**src/rtl/rcg_pkg.sv**
```systemverilog
package rcg_pkg;
    typedef enum logic [2:0] {
        ST_START    = 3'd0,
        ST_ZERO     = 3'd1,
        ST_ZERO_ONE = 3'd2,
        ST_HIT      = 3'd3,
        ST_ONE      = 3'd4,
        ST_ONE_ZERO = 3'd5,
        ST_LOCKED   = 3'd6
    } rcg_state_e;
endpackage

```
**src/rtl/rcg_next_state.sv**
```systemverilog
module rcg_next_state
    import rcg_pkg::*;
(
    input  rcg_state_e cur_i,
    input  logic       bit_i,
    output rcg_state_e nxt_o
);
    always_comb begin
        nxt_o = ST_LOCKED;
        unique case (cur_i)
            ST_START:    nxt_o = bit_i ? ST_ONE      : ST_ZERO;
            ST_ZERO:     nxt_o = bit_i ? ST_ZERO_ONE : ST_ZERO;
            ST_ZERO_ONE: nxt_o = bit_i ? ST_ONE      : ST_HIT;
            ST_HIT:      nxt_o = bit_i ? ST_ZERO_ONE : ST_LOCKED;
            ST_ONE:      nxt_o = bit_i ? ST_ONE      : ST_ONE_ZERO;
            ST_ONE_ZERO: nxt_o = bit_i ? ST_ZERO_ONE : ST_LOCKED;
            ST_LOCKED:   nxt_o = ST_LOCKED;
            default:     nxt_o = ST_LOCKED;
        endcase
    end
endmodule

```
**src/rtl/rcg_out_decode.sv**
```systemverilog
module rcg_out_decode
    import rcg_pkg::*;
(
    input  rcg_state_e st_i,
    output logic       hit_o
);
    always_comb begin
        hit_o = 1'b0;
        unique case (st_i)
            ST_HIT:  hit_o = 1'b1;
            default: hit_o = 1'b0;
        endcase
    end
endmodule

```
**src/rtl/gated_seq_recognizer.sv**
```systemverilog
module gated_seq_recognizer
    import rcg_pkg::*;
(
    input  logic clk_i,
    input  logic rst_i,
    input  logic bit_i,
    output logic match_o
);
    rcg_state_e state_q;
    rcg_state_e state_d;
    logic       hit_d;
    logic       match_q;

    rcg_next_state u_next (
        .cur_i (state_q),
        .bit_i (bit_i),
        .nxt_o (state_d)
    );

    rcg_out_decode u_dec (
        .st_i  (state_d),
        .hit_o (hit_d)
    );

    // State register
    always_ff @(posedge clk_i) begin
        if (rst_i) state_q <= ST_START;
        else       state_q <= state_d;
    end

    // Output register, loaded from the decode of the next state
    always_ff @(posedge clk_i) begin
        if (rst_i) match_q <= 1'b0;
        else       match_q <= hit_d;
    end

    assign match_o = match_q;

    AST_RESET_CLEARS: assert property (@(posedge clk_i)
        rst_i |=> (state_q == ST_START && !match_o));

    AST_HIT_NEEDS_ZERO: assert property (@(posedge clk_i) disable iff (rst_i)
        (!match_o && bit_i) |=> !match_o);

    AST_MATCH_THEN_ZERO_LOCKS: assert property (@(posedge clk_i) disable iff (rst_i)
        (match_o && !bit_i) |=> (state_q == ST_LOCKED && !match_o));

    AST_LOCK_STICKY: assert property (@(posedge clk_i) disable iff (rst_i)
        (state_q == ST_LOCKED) |=> (state_q == ST_LOCKED));

    AST_LOCK_QUIET: assert property (@(posedge clk_i) disable iff (rst_i)
        (state_q == ST_LOCKED) |-> !match_o);

    AST_NO_BACK_TO_BACK: assert property (@(posedge clk_i) disable iff (rst_i)
        match_o |=> !match_o);
endmodule

```
**config.mk**
```make
export PLATFORM = sky130hd
export DESIGN_NAME = gated_seq_recognizer
export DESIGN_NICKNAME = d
export VERILOG_FILES = /design/src/rtl/rcg_pkg.sv /design/src/rtl/rcg_next_state.sv /design/src/rtl/rcg_out_decode.sv /design/src/rtl/gated_seq_recognizer.sv
export SDC_FILE = /design/constraint.sdc
export NUM_CORES = 1
export LEC_CHECK = 0
export ABC_AREA = 1
export BUFFER_PORTS_ARGS = -buffer_cell sky130_fd_sc_hd__buf_2
export CAP_MARGIN = 20
export CORE_AREA = 2 2 39 41
export CTS_BUF_LIST = sky130_fd_sc_hd__clkbuf_4
export DETAILED_ROUTE_END_ITERATION = 10
export DIE_AREA = 0 0 41 43
export GPL_ROUTABILITY_DRIVEN = 0
export PLACE_DENSITY_LB_ADDON = 0.05
export SYNTH_ARGS = -nofsm -noshare
export SYNTH_HDL_FRONTEND = slang
export SYNTH_SLANG_ARGS = --single-unit
```
**constraint.sdc**
```tcl
create_clock -name clk_i -period 0.95 [get_ports clk_i]
set_input_delay 0.095 -clock clk_i [delete_from_list [all_inputs] [get_ports clk_i]]
set_output_delay 0.095 -clock clk_i [all_outputs]
set_load 0.01 [all_outputs]
```
# Word level (Yosys, flattened, before mapping)
# Index checks and enable logic that the tools add are counted.
[totals]
register_bits = 4
inputBits = 3
elab_cells = 17
[op_classes]
n_eq_ne = 6
n_mux = 7
n_reduce_logical = 2
[ops]
columns = ["op", "count"]
rows = [
  ["$pmux W3 S5", 1],
  ["$eq A3 B2 Y1 const B", 3],
  ["$mux W3", 3],
  ["$eq A3 B3 Y1 const B", 2],
  ["$eq A3 B1 Y1 const B", 1],
  ["$logic_not A3 Y1", 1],
  ["$mux W1", 2],
  ["$mux W2", 1],
  ["$reduce_or A2 Y1", 1],
]

# Logic depth before layout (Yosys ltp)
# Gate-level depths: netlist of run 1.
[logic_depth]
depth_word = 5
mapped_depth = 5
ltp_nobuf = 5

# Hierarchy
# Synthesis of run 1 repeated with hierarchy kept, for this count alone.
[hier_totals]
hier_cells = 33
hier_area_um2 = 193.9
[modules_own_cells]
columns = ["module", "instances", "cells_each", "area_each_um2"]
rows = [
  ["gated_seq_recognizer", 1, 12, 110.1],
  ["rcg_next_state", 1, 19, 73.8],
  ["rcg_out_decode", 1, 2, 10.0],
]

# Worst setup path after synthesis of run 1
# Ideal clock, no wire load.
[synth_path]
path_kind = "register -> register"
start = "reg state_q[0]"
end = "reg state_q[2]"
arrival_time_ps = 584
required_ps = 839
slack_ps = 254
path_stages_with_launch = 6
n_path_buf = 0
path_cell_list = "dfxtp_1 inv_1 nand2_1 nand2_1 nor2_1 nor2_1"
[synth_between]
elab_chain_cells = 3
[synth_lines]
columns = ["element", "line_no", "source"]
rows = [
  ["from (decl)", "gated_seq_recognizer.sv:9", "rcg_state_e state_q;"],
  ["from (signal assigned)", "gated_seq_recognizer.sv:28", "else state_q <= state_d;"],
  ["$eq A3 B2 Y1 / $eq A3 B3 Y1 (equally long branches)", "rcg_next_state.sv:10", "unique case (cur_i)"],
  ["$reduce_or A2 Y1 (no source line)", "-", ""],
  ["$pmux W3 S5 (*)", "rcg_next_state.sv:10", ""],
]
# Mark *: on every way between the ends. The rest lies on a longest branch, timed or not.
# A chain may end at the register's enable or synchronous reset.

# Worst setup path in the final report of run 1
# Same ends and word-level chain as after synthesis.

==> results of run 1 <==
-- worst reg2reg max path, cell delays in order (launching register included) --
cell and delay, ns:
dfxtp_1 0.34, inv_1 0.06, nand2_1 0.06, nand2_1 0.05, nor2_1 0.09, nor2_1 0.04
-- cells in the final DEF, fill, tap and decap left out --
master / instances
clkbuf_4: 3
buf_2: 3
nand3_1: 1
dfxtp_1: 4
inv_1: 3
or2_1: 1
a21oi_1: 2
o21ai_0: 2
nand2_1: 5
nor2_1: 4
-- power by group through the flow --
stage          combinational, mW  clock, mW  sequential [mW]
6_report                  0.0342      0.200            0.188
5_1_grt                   0.0401      0.232            0.189
4_1_cts                   0.0352      0.216            0.188
3_5_place_dp              0.0349          0            0.191
3_3_place_gp              0.0373          0            0.191
2_1_floorplan             0.0231          0            0.189
-- layout make-up --
type | count | area share [%]
Multi-Input combinational cell | 15 | 30.41
Tap cell | 16 | 9.357
Clock buffer | 3 | 10.53
Timing Repair Buffer | 3 | 7.018
Inverter | 3 | 5.263
Sequential cell | 4 | 37.43
-- worst max-delay path by stage --
stage | start | endpoint | slack (ns) | depth (start not counted)
after floorplan | state_q[0] | state_q[2] | 0.25 | 5
after global placement | state_q[0] | state_q[2] | 0.14 | 5
after detailed placement | state_q[0] | state_q[0] | 0.20 | 3
after CTS | state_q[0] | state_q[0] | 0.19 | 3
after global routing | state_q[0] | state_q[2] | 0.11 | 5
final | state_q[0] | state_q[2] | 0.20 | 5
-- sequential cells by signal (all words and copies together) (netlist names) --
signal,count
state_q,3
match_o,1
-- layer usage --
layer | wire, um | up-vias | global-route usage, %
met3 | 14 | 2 | 4.712
met4 | 5 | 0 | 8.000
li1 | - | 82 | -
met1 | 124 | 60 | 3.195
met2 | 136 | 2 | 5.000
met5 | 0 | - | 0
-- per-stage QoR --
step	instance area, sq um	worst slack (ns)	util [%]	hold slack (ns)
after global routing	214.0	0.1098	15.46	0.03867
final	214.0	0.2031	15.46	0.04761
after CTS	214.0	0.1871	15.46	0.03852
after floorplan	156.4	0.2545	-	0.1641
after detailed placement	191.4	0.1969	13.83	0.2848
after global placement	191.4	0.1410	13.83	0.2894
-- cells by family (layout without fill, tap and decap cells) --
| kind of cell | Yosys count | count (layout) | share of synthesized area [%] |
|---|---|---|---|
| buffers and inverters | 3 | 9 | 7.199 |
| AO/OA/AOI/OAI | 4 | 4 | 12.80 |
| AND/OR/NAND/NOR | 11 | 11 | 28.80 |
| flip-flops | 4 | 4 | 51.20 |
==> run metrics, run 1 <==
status=finished clean; TritonCTS Buffers=3; combinational power share=8.1%; internal portion of total power=335.9 uW; Critical Path, Cell by Cell=inv_1 > nand2_1 > nand2_1 > nor2_1 > nor2_1; Top FF cell, synth=dfxtp_1; vias in the first global route=127; Root Driver=clkbuf_4; clock tree from TritonCTS=done; Worst Reg-to-Reg Cells=5; RSZ-0062 raised after global routing=false; Post-synth EDFFs=0; pwr/cell area=1973 mW/mm^2; Clock Sinks=4; cell taking the most area after synthesis=dfxtp_1; antenna violations before repair=0; syn_area_per_cell=7.109 sq um; required time worst endpoint=1.07 ns; clock network power share=47.3%; asr flop ratio synth=0%; final slew viol count=0; area delta synth->final=36.80%; Mapped Cells=22; GRT overflow=0; Netlist cell types=8; r2r startpoint=state_q[0]; Seq cells post-synth=4; Die X=41 um; max incr delay on CP=0.34 ns; clock-pin slew on the worst setup and hold paths=0.03 ns; Final Non-Filler Cells=44; nets=33; drt pass-1 iters=1; Min-Delay Path Depth=2; GRT Total Usage=4.709%; Mapped Nets=25; max cap viols=0; vias per cell=3.318; row cnt=14; worst min-delay path class=in -> reg; # IOs=4; Routed WL=280 um; Synth warnings=0; measured slew at the worst slew-check pin=0.2081 ns; clk_lat worst skew=0.23 ns; CP arrival=0.87 ns; Buf/Inv on CP=1; Port Buffer Count=3; Setup Skew=0.0007869 ns; Final ANT Viol Nets=0; Cell Area, Synth=156.4 sq um; Crit. End Element=flop; Leakage=0.1017 nW; CORE AREA=0.001384 sq mm; DRC Markers=0; DR vias=146; placed cell count=41; initial core utilization=11.30%; Sequential Area=80.08 sq um; CP Class=reg -> reg; Die H=43 um; clk buf depth=2; layout cells sized above 1=21.43%; setup TNS=0 ns; largest net degree at the start of global routing=6; area of the multi-input gates=65.06 sq um; worst hold start=rst_i; sequential fraction of the synthesis area=51.20%; Slowest-stage cell, CP=dfxtp_1; Max Clock Freq=1339 MHz; Post-synth top cells=5 x nand2_1, 4 x dfxtp_1, 4 x nor2_1; switching power=86.26 uW; reg-to-reg critical path endpoint=state_q[2]; Hold EP=state_q[1]; die footprint=0.001763 sq mm; Post-CTS Setup Inserts=0; Tmin final=0.7469 ns; initial DRC count=0; total inserted antenna cells=0; CTS H-Tree Depth=1; Startpoint Class=flop; worst reg-to-reg setup slack=0.20 ns; most numerous cell in the Yosys netlist=nand2_1; CP top delay family=flip-flops; WL per Instance=6.364 um; Flop pwr share=44.6%; cts hold-fix bufs=0; Filler cells=164; final setup vio count=0; synth top area cells=dfxtp_1 51%, nand2_1 12%, nor2_1 9.6%, inv_1 7.2%, a21oi_1 6.4%; Final Hold Fails=0; period utilisation layout=78.63%; Switching Fraction=20.43%; Pwr Total=422.1 uW; worst rel slew slack=85.98%; Post-CTS Resized=0; Peak VDD IR=0.3986 mV; largest fanout on the critical path=3; share of the synthesized area in the top cell type=51.20%; first-pass GRT wire length=434 um
Power figures use the tool's default switching activity.
==> run 2: changes to the inputs <==
--- a/config.mk
+++ b/config.mk
@@ -5,7 +5,7 @@
 export SDC_FILE = /design/constraint.sdc
 export NUM_CORES = 1
 export LEC_CHECK = 0
-export ABC_AREA = 1
+export ABC_AREA = 0
 export BUFFER_PORTS_ARGS = -buffer_cell sky130_fd_sc_hd__buf_2
 export CAP_MARGIN = 20
 export CORE_AREA = 2 2 39 41
==> constraint.sdc (replaced) <==
create_clock -name clk_i -period 0.8 [get_ports clk_i]
set_input_delay 0.08 -clock clk_i [delete_from_list [all_inputs] [get_ports clk_i]]
set_output_delay 0.08 -clock clk_i [all_outputs]
set_load 0.01 [all_outputs]
==> run 2 against run 1 <==
  * The run now ends with setup timing left
  * Sequential power grew 21%
  * Largest cell class is now multi-input combinational cells
  * Clock skew grew 0.0050 ns
  * Register-to-register slack lost 0.22 ns
  * Clock-buffer cell count is the same
  * Sequential cell count unchanged
  * First-iteration DRC count rose by 2
  * Synthesized cell count shrank 18%
==> run metrics, run 2 <==
vias in the first global route=147; Tmin final=0.8140 ns; most numerous cell in the Yosys netlist=dfxtp_1; Final ANT Viol Nets=0; initial DRC count=2; max incr delay on CP=0.33 ns; worst rel slew slack=86.58%; Flop pwr share=43.4%; Switching Fraction=22.99%; asr flop ratio synth=0%; pwr/cell area=2309 mW/mm^2; sequential fraction of the synthesis area=48.48%; reg-to-reg critical path endpoint=state_q[0]; required time worst endpoint=0.96 ns; design area=226.5 sq um; nets=29; CP Class=reg -> reg; Mapped Cells=18; drt pass-1 iters=2; CP arrival=0.97 ns; CORE AREA=0.001384 sq mm; measured slew at the worst slew-check pin=0.1998 ns; TritonCTS Buffers=3; largest fanout on the critical path=6; DR vias=139; r2r startpoint=state_q[2]; Netlist cell types=10; Final Hold Fails=0; clock network power share=48.5%; Slowest-stage cell, CP=dfxtp_2; max reg flops=3; layout cells sized above 1=50.00%; total inserted antenna cells=0; worst min-delay path class=in -> reg; internal portion of total power=402.7 uW; failing checks=setup timing; final slew viol count=0; Critical Path, Cell by Cell=maj3_2 > nor3_2; Die X=41 um; Hold EP=state_q[1]; period utilisation layout=101.8%; Biggest register=state_q; Min-Delay Path Depth=2; RSZ-0062 raised after global routing=true; antenna violations before repair=0; CP startpoint=state_q[2]; Crit. End Element=flop; status=finished, violations left; DRC Markers=0; Post-synth EDFFs=0; Peak VDD IR=0.8190 mV; clk buf depth=2; Synth warnings=0; share of the synthesized area in the top cell type=48.48%; synth top area cells=dfxtp_1 48%, nor3_2 12%, maj3_2 6.8%, a21oi_1 6.1%, nor3_1 6.1%; row cnt=14; GRT overflow=0; Setup WS post-layout=-0.01403 ns; largest net degree at the start of global routing=8; # IOs=4; syn_area_per_cell=9.175 sq um; Routed WL=303 um; GRT Total Usage=5.210%; commonest cells after routing, fill and taps aside=3 x clkbuf_4, 3 x buf_2, 3 x dfxtp_2; combinational power share=8.0%; max cap viols=0; clk_lat worst skew=0.24 ns; cell taking the most area after synthesis=dfxtp_1; Worst Reg-to-Reg Cells=2; Port Buffer Count=3; Die H=43 um; WL per Instance=7.575 um; vias per cell=3.475; CP top delay family=flip-flops; Post-CTS Resized=3; Place WS=-0.02785 ns; Pwr Total=522.9 uW; Cell Area, Synth=165.2 sq um; placed cell count=37; area delta synth->final=37.12%; initial core utilization=11.93%; Seq cells post-synth=4; Setup Skew=0.005789 ns; worst hold start=rst_i; Max Clock Freq=1228 MHz; worst reg-to-reg setup slack=-0.01 ns; Clock Sinks=4; cts hold-fix bufs=0; Buf/Inv on CP=0; Leakage=0.08375 nW; Startpoint Class=flop; die footprint=0.001763 sq mm; Mapped Nets=21; clock-pin slew on the worst setup and hold paths=0.04 ns; Top FF cell, synth=dfxtp_1; Root Driver=clkbuf_4; Post-CTS Setup Inserts=0; Placed Area=200.2 sq um; clock tree from TritonCTS=done; Final Non-Filler Cells=40; CTS H-Tree Depth=1; first-pass GRT wire length=545 um; final setup vio count=1; switching power=120.2 uW
## run 2: routing by layer
metal  global-route usage, %  share of wire, %
met1                   4.792                49
met2                   5.938                46
met3                   6.283               5.0
met4                   4.000                 0
met5                       0                 0
## run 2: logic make-up after synthesis
kind of cell / after synthesis / share of synthesized area (%)
compound gates: 4 / 12.12
fa+ha+maj: 1 / 6.818
flops: 4 / 48.49
simple gates: 9 / 32.58
## run 2: through the flow
stage               utilization, %  hold WS [ns]  TNS [ns]
floorplan                        -        0.1487         0
global placement             14.47        0.3236   -0.1090
detailed placement           14.47        0.3180  -0.06854
CTS                          16.37       0.05849  -0.02946
global route                 16.37       0.07451   -0.1724
finish                       16.37       0.06566  -0.01403
## run 2: how the worst max path moves through the flow
stage | to | slack (ns) | cells after the start
floorplan | state_q[1] | 0.01 | 3
global placement | state_q[1] | -0.05 | 3
detailed placement | state_q[0] | -0.03 | 2
CTS | state_q[0] | -0.02 | 2
global route | state_q[0] | -0.06 | 2
finish | state_q[0] | -0.01 | 2
## run 2: area by class of cell
class                   count  area, sq um
clock buffers               3        22.52
fillers                   166         1157
multi-input cells          14        85.08
flip-flops and latches      4        83.83
well taps                  16        20.02
repair buffers              3        15.01
## run 2: power groups by stage
stage / clock [mW] / sequential (mW) / combinational (mW)
after floorplan: 0 / 0.225 / 0.0267
after global placement: 0 / 0.230 / 0.0424
after detailed placement: 0 / 0.228 / 0.0421
after CTS: 0.268 / 0.227 / 0.0423
after global routing: 0.277 / 0.230 / 0.0483
final: 0.254 / 0.227 / 0.0418
